### src/rtl/mw_pkg.sv
// Package: shared codes and types for the serial EEPROM model.
// Assumes: opcode and extended-code values match the wire protocol.
package mw_pkg;

    // Two-bit opcode values as they appear on the wire
    localparam logic [1:0] OPC_EXT   = 2'b00;
    localparam logic [1:0] OPC_WRITE = 2'b01;
    localparam logic [1:0] OPC_READ  = 2'b10;
    localparam logic [1:0] OPC_ERASE = 2'b11;

    // Top two address bits that qualify OPC_EXT
    localparam logic [1:0] EXT_LOCK   = 2'b00;
    localparam logic [1:0] EXT_FILL   = 2'b01;
    localparam logic [1:0] EXT_CLEAR  = 2'b10;
    localparam logic [1:0] EXT_UNLOCK = 2'b11;

    // Array update kinds passed from the decoder to the array
    typedef enum logic [2:0] {
        PROG_NONE,
        PROG_WORD,
        PROG_ERASE,
        PROG_FILL,
        PROG_CLEAR
    } prog_e;

    // Frame decoder states
    typedef enum logic [2:0] {
        FS_IDLE,
        FS_OPC,
        FS_ADDR,
        FS_DATA,
        FS_READ,
        FS_DONE
    } fstate_e;

endpackage

### src/rtl/mw_frame_decoder.sv
// Module: mw_frame_decoder
// Walks a command frame bit by bit: start bit, opcode, address, and
// data for the write kinds. It holds the programming lock, shifts read
// responses out with a leading 0, and raises a one-cycle request for
// every accepted write or erase.
// Assumes: sel_q, sdi_q and sck_rise come from the same sampler stage;
// rd_data is a combinational read of rd_addr.
module mw_frame_decoder
    import mw_pkg::*;
#(
    parameter int ADDR_W = 6,
    parameter int WORD_W = 16
) (
    input  logic              clk,
    input  logic              rst_n,
    input  logic              sel_q,
    input  logic              sdi_q,
    input  logic              sck_rise,
    output logic [ADDR_W-1:0] rd_addr,
    input  logic [WORD_W-1:0] rd_data,
    output logic              sdo,
    output logic              rd_active,
    output logic              wen,
    output logic              req_valid,
    output prog_e             req_kind,
    output logic [ADDR_W-1:0] req_addr,
    output logic [WORD_W-1:0] req_data
);

    localparam int MAXF  = (ADDR_W > WORD_W) ? ADDR_W : WORD_W;
    localparam int CNT_W = $clog2(MAXF);
    localparam logic [CNT_W-1:0] ADDR_LAST = CNT_W'(ADDR_W - 1);
    localparam logic [CNT_W-1:0] DATA_LAST = CNT_W'(WORD_W - 1);
    localparam logic [CNT_W-1:0] OPC_LAST  = CNT_W'(1);

    fstate_e           state;
    logic [CNT_W-1:0]  bit_cnt;
    logic [1:0]        opc;
    logic [ADDR_W-1:0] addr_sh;
    logic [WORD_W-1:0] data_sh;
    logic [WORD_W:0]   rd_sh;
    logic              fill_frame;
    logic [ADDR_W-1:0] full_addr;
    logic [1:0]        ext_code;

    // Address as it stands once the current input bit is included
    always_comb begin
        full_addr = {addr_sh[ADDR_W-2:0], sdi_q};
        ext_code  = full_addr[ADDR_W-1 -: 2];
        rd_addr   = full_addr;
    end

    // Frame state machine, shift registers and programming lock
    always_ff @(posedge clk) begin
        if (!rst_n) begin
            state      <= FS_IDLE;
            bit_cnt    <= '0;
            opc        <= '0;
            addr_sh    <= '0;
            data_sh    <= '0;
            rd_sh      <= '0;
            fill_frame <= 1'b0;
            wen        <= 1'b0;
            req_valid  <= 1'b0;
            req_kind   <= PROG_NONE;
            req_addr   <= '0;
            req_data   <= '0;
        end else begin
            req_valid <= 1'b0;
            if (!sel_q) begin
                state   <= FS_IDLE;
                bit_cnt <= '0;
                rd_sh   <= '0;
            end else if (sck_rise) begin
                case (state)
                    FS_IDLE: begin
                        if (sdi_q) begin
                            state   <= FS_OPC;
                            bit_cnt <= '0;
                        end
                    end
                    FS_OPC: begin
                        opc <= {opc[0], sdi_q};
                        if (bit_cnt == OPC_LAST) begin
                            state   <= FS_ADDR;
                            bit_cnt <= '0;
                        end else begin
                            bit_cnt <= bit_cnt + 1'b1;
                        end
                    end
                    FS_ADDR: begin
                        addr_sh <= full_addr;
                        if (bit_cnt == ADDR_LAST) begin
                            bit_cnt <= '0;
                            case (opc)
                                OPC_READ: begin
                                    rd_sh <= {1'b0, rd_data};
                                    state <= FS_READ;
                                end
                                OPC_WRITE: begin
                                    fill_frame <= 1'b0;
                                    state      <= FS_DATA;
                                end
                                OPC_ERASE: begin
                                    state <= FS_DONE;
                                    if (wen) begin
                                        req_valid <= 1'b1;
                                        req_kind  <= PROG_ERASE;
                                        req_addr  <= full_addr;
                                    end
                                end
                                default: begin
                                    case (ext_code)
                                        EXT_UNLOCK: begin
                                            wen   <= 1'b1;
                                            state <= FS_DONE;
                                        end
                                        EXT_LOCK: begin
                                            wen   <= 1'b0;
                                            state <= FS_DONE;
                                        end
                                        EXT_CLEAR: begin
                                            state <= FS_DONE;
                                            if (wen) begin
                                                req_valid <= 1'b1;
                                                req_kind  <= PROG_CLEAR;
                                            end
                                        end
                                        default: begin
                                            fill_frame <= 1'b1;
                                            state      <= FS_DATA;
                                        end
                                    endcase
                                end
                            endcase
                        end else begin
                            bit_cnt <= bit_cnt + 1'b1;
                        end
                    end
                    FS_DATA: begin
                        data_sh <= {data_sh[WORD_W-2:0], sdi_q};
                        if (bit_cnt == DATA_LAST) begin
                            state <= FS_DONE;
                            if (wen) begin
                                req_valid <= 1'b1;
                                req_kind  <= fill_frame ? PROG_FILL : PROG_WORD;
                                req_addr  <= addr_sh;
                                req_data  <= {data_sh[WORD_W-2:0], sdi_q};
                            end
                        end else begin
                            bit_cnt <= bit_cnt + 1'b1;
                        end
                    end
                    FS_READ: begin
                        rd_sh <= {rd_sh[WORD_W-1:0], 1'b0};
                    end
                    default: begin
                        state <= FS_DONE;
                    end
                endcase
            end
        end
    end

    // Read response drives the line only during the read phase
    always_comb begin
        rd_active = (state == FS_READ);
        sdo       = rd_active ? rd_sh[WORD_W] : 1'b0;
    end

endmodule

### config.mk
export PLATFORM = sky130hd
export DESIGN_NAME = mw_frame_decoder
export DESIGN_NICKNAME = d
export VERILOG_FILES = /design/src/rtl/mw_pkg.sv /design/src/rtl/mw_frame_decoder.sv
export SDC_FILE = /design/constraint.sdc
export NUM_CORES = 1
export LEC_CHECK = 0
export BUFFER_PORTS_ARGS = -buffer_cell sky130_fd_sc_hd__buf_2
export CORE_MARGIN = 5
export CORE_UTILIZATION = 60
export DETAILED_ROUTE_END_ITERATION = 6
export GPL_TIMING_DRIVEN = 0
export PLACE_DENSITY = 0.84
export SLEW_MARGIN = 15
export SYNTH_ARGS = -nofsm -noshare
export SYNTH_HDL_FRONTEND = slang
export SYNTH_SLANG_ARGS = --single-unit
### constraint.sdc
create_clock -name clk -period 3.2 [get_ports clk]
set_input_delay 0 -clock clk [delete_from_list [all_inputs] [get_ports clk]]
set_output_delay 0 -clock clk [all_outputs]
set_load 0.02 [all_outputs]
==> flow_metrics.tcl <==
set metrics [dict create \
    outcome "finished clean" \
    tritoncts "built" \
    power.total_mw 1.75 \
    yosysSeqAreaShare_pct 42.8 \
    grt_pass1_wl_mm 14.1 \
    first_pass_iters 5 \
    intPower_mw 1.33 \
    final_common_cell "dfxtp_1" \
    grt_antenna_before_repair 0 \
    synth-warning-count 0 \
    clk_path_buf_depth 2 \
    dp_slack_ns 1.28 \
    rr_worst_depth 6 \
    gr-total-overflow 0 \
    top_layer_used "met4" \
    finalNetCount 507 \
    reg2reg_to "req_data[5]" \
    ant_nets 0 \
    start_kind "flop" \
    ios 56 \
    route.detailed.drc 0 \
    p_seq_share_pct 53.4 \
    antenna_cells 0 \
    vias 3239 \
    met2_length_mm 4.14 \
    track_usage_pct 23.2 \
    initial_core_util_pct 62.6 \
    synth_area_um2 3510 \
    slew_violations 0 \
    gp_routability_congestion 0.891 \
    critical_path.top_delay_family "simple AND/OR/NAND/NOR gates" \
    netSwitchingFraction_pct 24.1 \
    yosys_register_bits 75 \
    hold_slack_ns 0.00615 \
    drv_cap 0 \
    multi_input_area_um2 1750 \
    avgSynthCellArea_um2 8.73 \
    p_sw_uw 421 \
    path_buf_inv 1 \
    cp.required_ns 3.46 \
    r2r-start "bit_cnt[0]" \
    fin_worst_skew_ns 0.0101 \
    fillers 442 \
    setup_viol_count_final 0 \
    area_growth_pct 18.5 \
    irDropWorstVdd_mv 0.332 \
    cts_sinks 75 \
    cts_made_buffers 9 \
    hpwl_mm 5.80 \
    setup_tns_ns 0 \
    synth_cell_type_count 53 \
    hp-class "input pin to flop" \
    min_from "rd_data[2]" \
    die_h_um 86.5 \
    power.leakage_nw 1.69 \
    met3_length_um 455 \
    path_cells "ha_1 -> nand4_1 -> nor3_1 -> clkbuf_1 -> nand3_1 -> o21ai_0" \
    holdPathEnd "rd_sh[2]" \
    wl_met1_mm 3.63 \
    coreArea_um2 5610 \
    finalCritPeriodShare_pct 61.4 \
    row_count 27 \
    portBuffers 54 \
    cp.arrival_ns 2.23 \
    critPathCaptureType "flop" \
    hold_depth 3 \
    pwr_density_cell_nw_per_um2 421 \
    cpPeakStageDelay_ns 0.47 \
    max_slew_margin_pct 60.2 \
    hold_buffers 8 \
    cts-root-buf "clkbuf_8" \
    place_inst 528 \
    drt_iter0_drc 216 \
    setup_ws_ns 1.24 \
    worst_pin_slew_ns 0.593 \
    clk_pin_slew_ns 0.08 \
    crit_fanout 10 \
    max_freq_mhz 509 \
    pwr-share-clk_pct 42.3 \
    syn-num-nets 433 \
    avgViaCountPerCell 5.86 \
    final_hold_viol_count 0 \
    final_cell_mix "dfxtp_1, buf_2, nand2_1" \
    period_needed_ns 1.96 \
    critPathKind "flop to flop" \
    drive_gt1_share_pct 20.8 \
    final_cells 553 \
    h-tree-depth 3 \
    insertion_delay_ns 0.35 \
    die-area_um2 7480 \
    ctsResizeCount 0 \
    rsz0062_at_grt "no" \
    grt_max_degree 15 \
    finalWirelength_mm 8.39 \
    pwr-share-comb_pct 4.4 \
    synthCells 402 \
    crit_slowest_cell "nor3_1" \
    routedWlPerCell_um 15.2 \
    seqCellArea_um2 1500 \
    async_flop_share_pct 0 \
    die_w_um 86.5 \
    grt_pass1_vias 3072 \
    synth_top_flop_cell "dfxtp_1" \
    post-cts-setup-buffers 0 \
    synth-edff-count 0 \
    r2r_setup_slack_ns 1.24 \
]
==> through the flow <==
step / cell area [um2] / utilization, %
6_report: 4160 / 74.1
5_1_grt: 4160 / 74.1
4_1_cts: 4150 / 73.9
3_5_place_dp: 3870 / 69.0
3_3_place_gp: 3870 / 69.0
2_1_floorplan: 3510 / -
==> per-layer routing <==
metal / vias to the layer above / global-route usage, %
li1: 1581 / -
met2: 109 / 40.5
met4: 0 / 7.79
met3: 20 / 4.37
met5: - / 0
met1: 1529 / 28.6
==> sequential cells by signal, indices dropped and copies added, names as in the netlist <==
register and flops:
data_sh 15, addr_sh 6, rd_sh 17, req_data 16, req_addr 6, wen 1, bit_cnt 4, state 3
opc 2, req_kind 3, fill_frame 1, req_valid 1
==> power by group through the flow <==
| stage | Combinational, mW | Sequential (mW) | Clock [mW] |
|---|---|---|---|
| 3_5_place_dp | 0.0665 | 0.956 | 0 |
| 4_1_cts | 0.0743 | 0.934 | 0.741 |
| 5_1_grt | 0.0824 | 0.934 | 0.789 |
| 6_report | 0.0764 | 0.934 | 0.740 |
| 2_1_floorplan | 0.0384 | 0.956 | 0 |
| 3_3_place_gp | 0.0646 | 0.956 | 0 |
==> worst reg2reg max path: stages (launching register included) <==
cell and delay, ns:
dfxtp_1 0.41, ha_1 0.22, nand4_1 0.11, nor3_1 0.47, clkbuf_1 0.42, nand3_1 0.14
o21ai_0 0.10
==> cell type report <==
cell class	count	share of cell area [%]
Sequential cell	75	36.1
Clock inverter	7	1.78
Tap cell	72	2.17
Timing Repair Buffer	63	8.67
Clock buffer	9	2.98
Buffer	38	5.24
Inverter	10	0.903
Multi-Input combinational cell	279	42.1
==> how the worst max path moves through the flow <==
stage | cells past startpoint | startpoint | slack (ns) | endpoint
floorplan | 5 | opc[0] | 1.44 | req_kind[2]
global placement | 6 | bit_cnt[0] | 1.32 | req_data[10]
detailed placement | 7 | opc[0] | 1.28 | rd_sh[10]
CTS | 7 | opc[0] | 1.25 | rd_sh[10]
global route | 6 | bit_cnt[0] | 1.05 | req_data[8]
finish | 6 | bit_cnt[0] | 1.24 | req_data[5]
==> kinds of logic (layout without fill, tap and decap cells) <==
kind of cell / after synthesis / in the layout / synth area share (%)
AND/OR/NAND/NOR: 139 / 139 / 19.9
multiplexers: 26 / 26 / 7.42
adder cells (fa/ha/maj): 10 / 10 / 3.57
buffers and inverters: 48 / 127 / 7.27
flip-flops: 75 / 75 / 42.8
AO/OA/AOI/OAI: 104 / 104 / 19.0
==> Yosys cell counts, drive strengths merged (3+ instances only) <==
master  count  area (um2)
nand2      54         203
buf        20         140
nor3        5        25.0
a21oi      35         175
a211oi     16         120
o21ai      25         125
and2        3        18.8
clkbuf     17        65.1
o211a       3        30.0
nand3      19        95.1
nand3b      3        35.0
dfxtp      75        1500
o31ai       4        30.0
inv         9        33.8
and3        5        33.8
nor2       27         101
mux2i      26         260
nand2b      5        38.8
ha         10         125
a311oi      6        52.6
No activity file was read; power rests on OpenSTA's default activity.
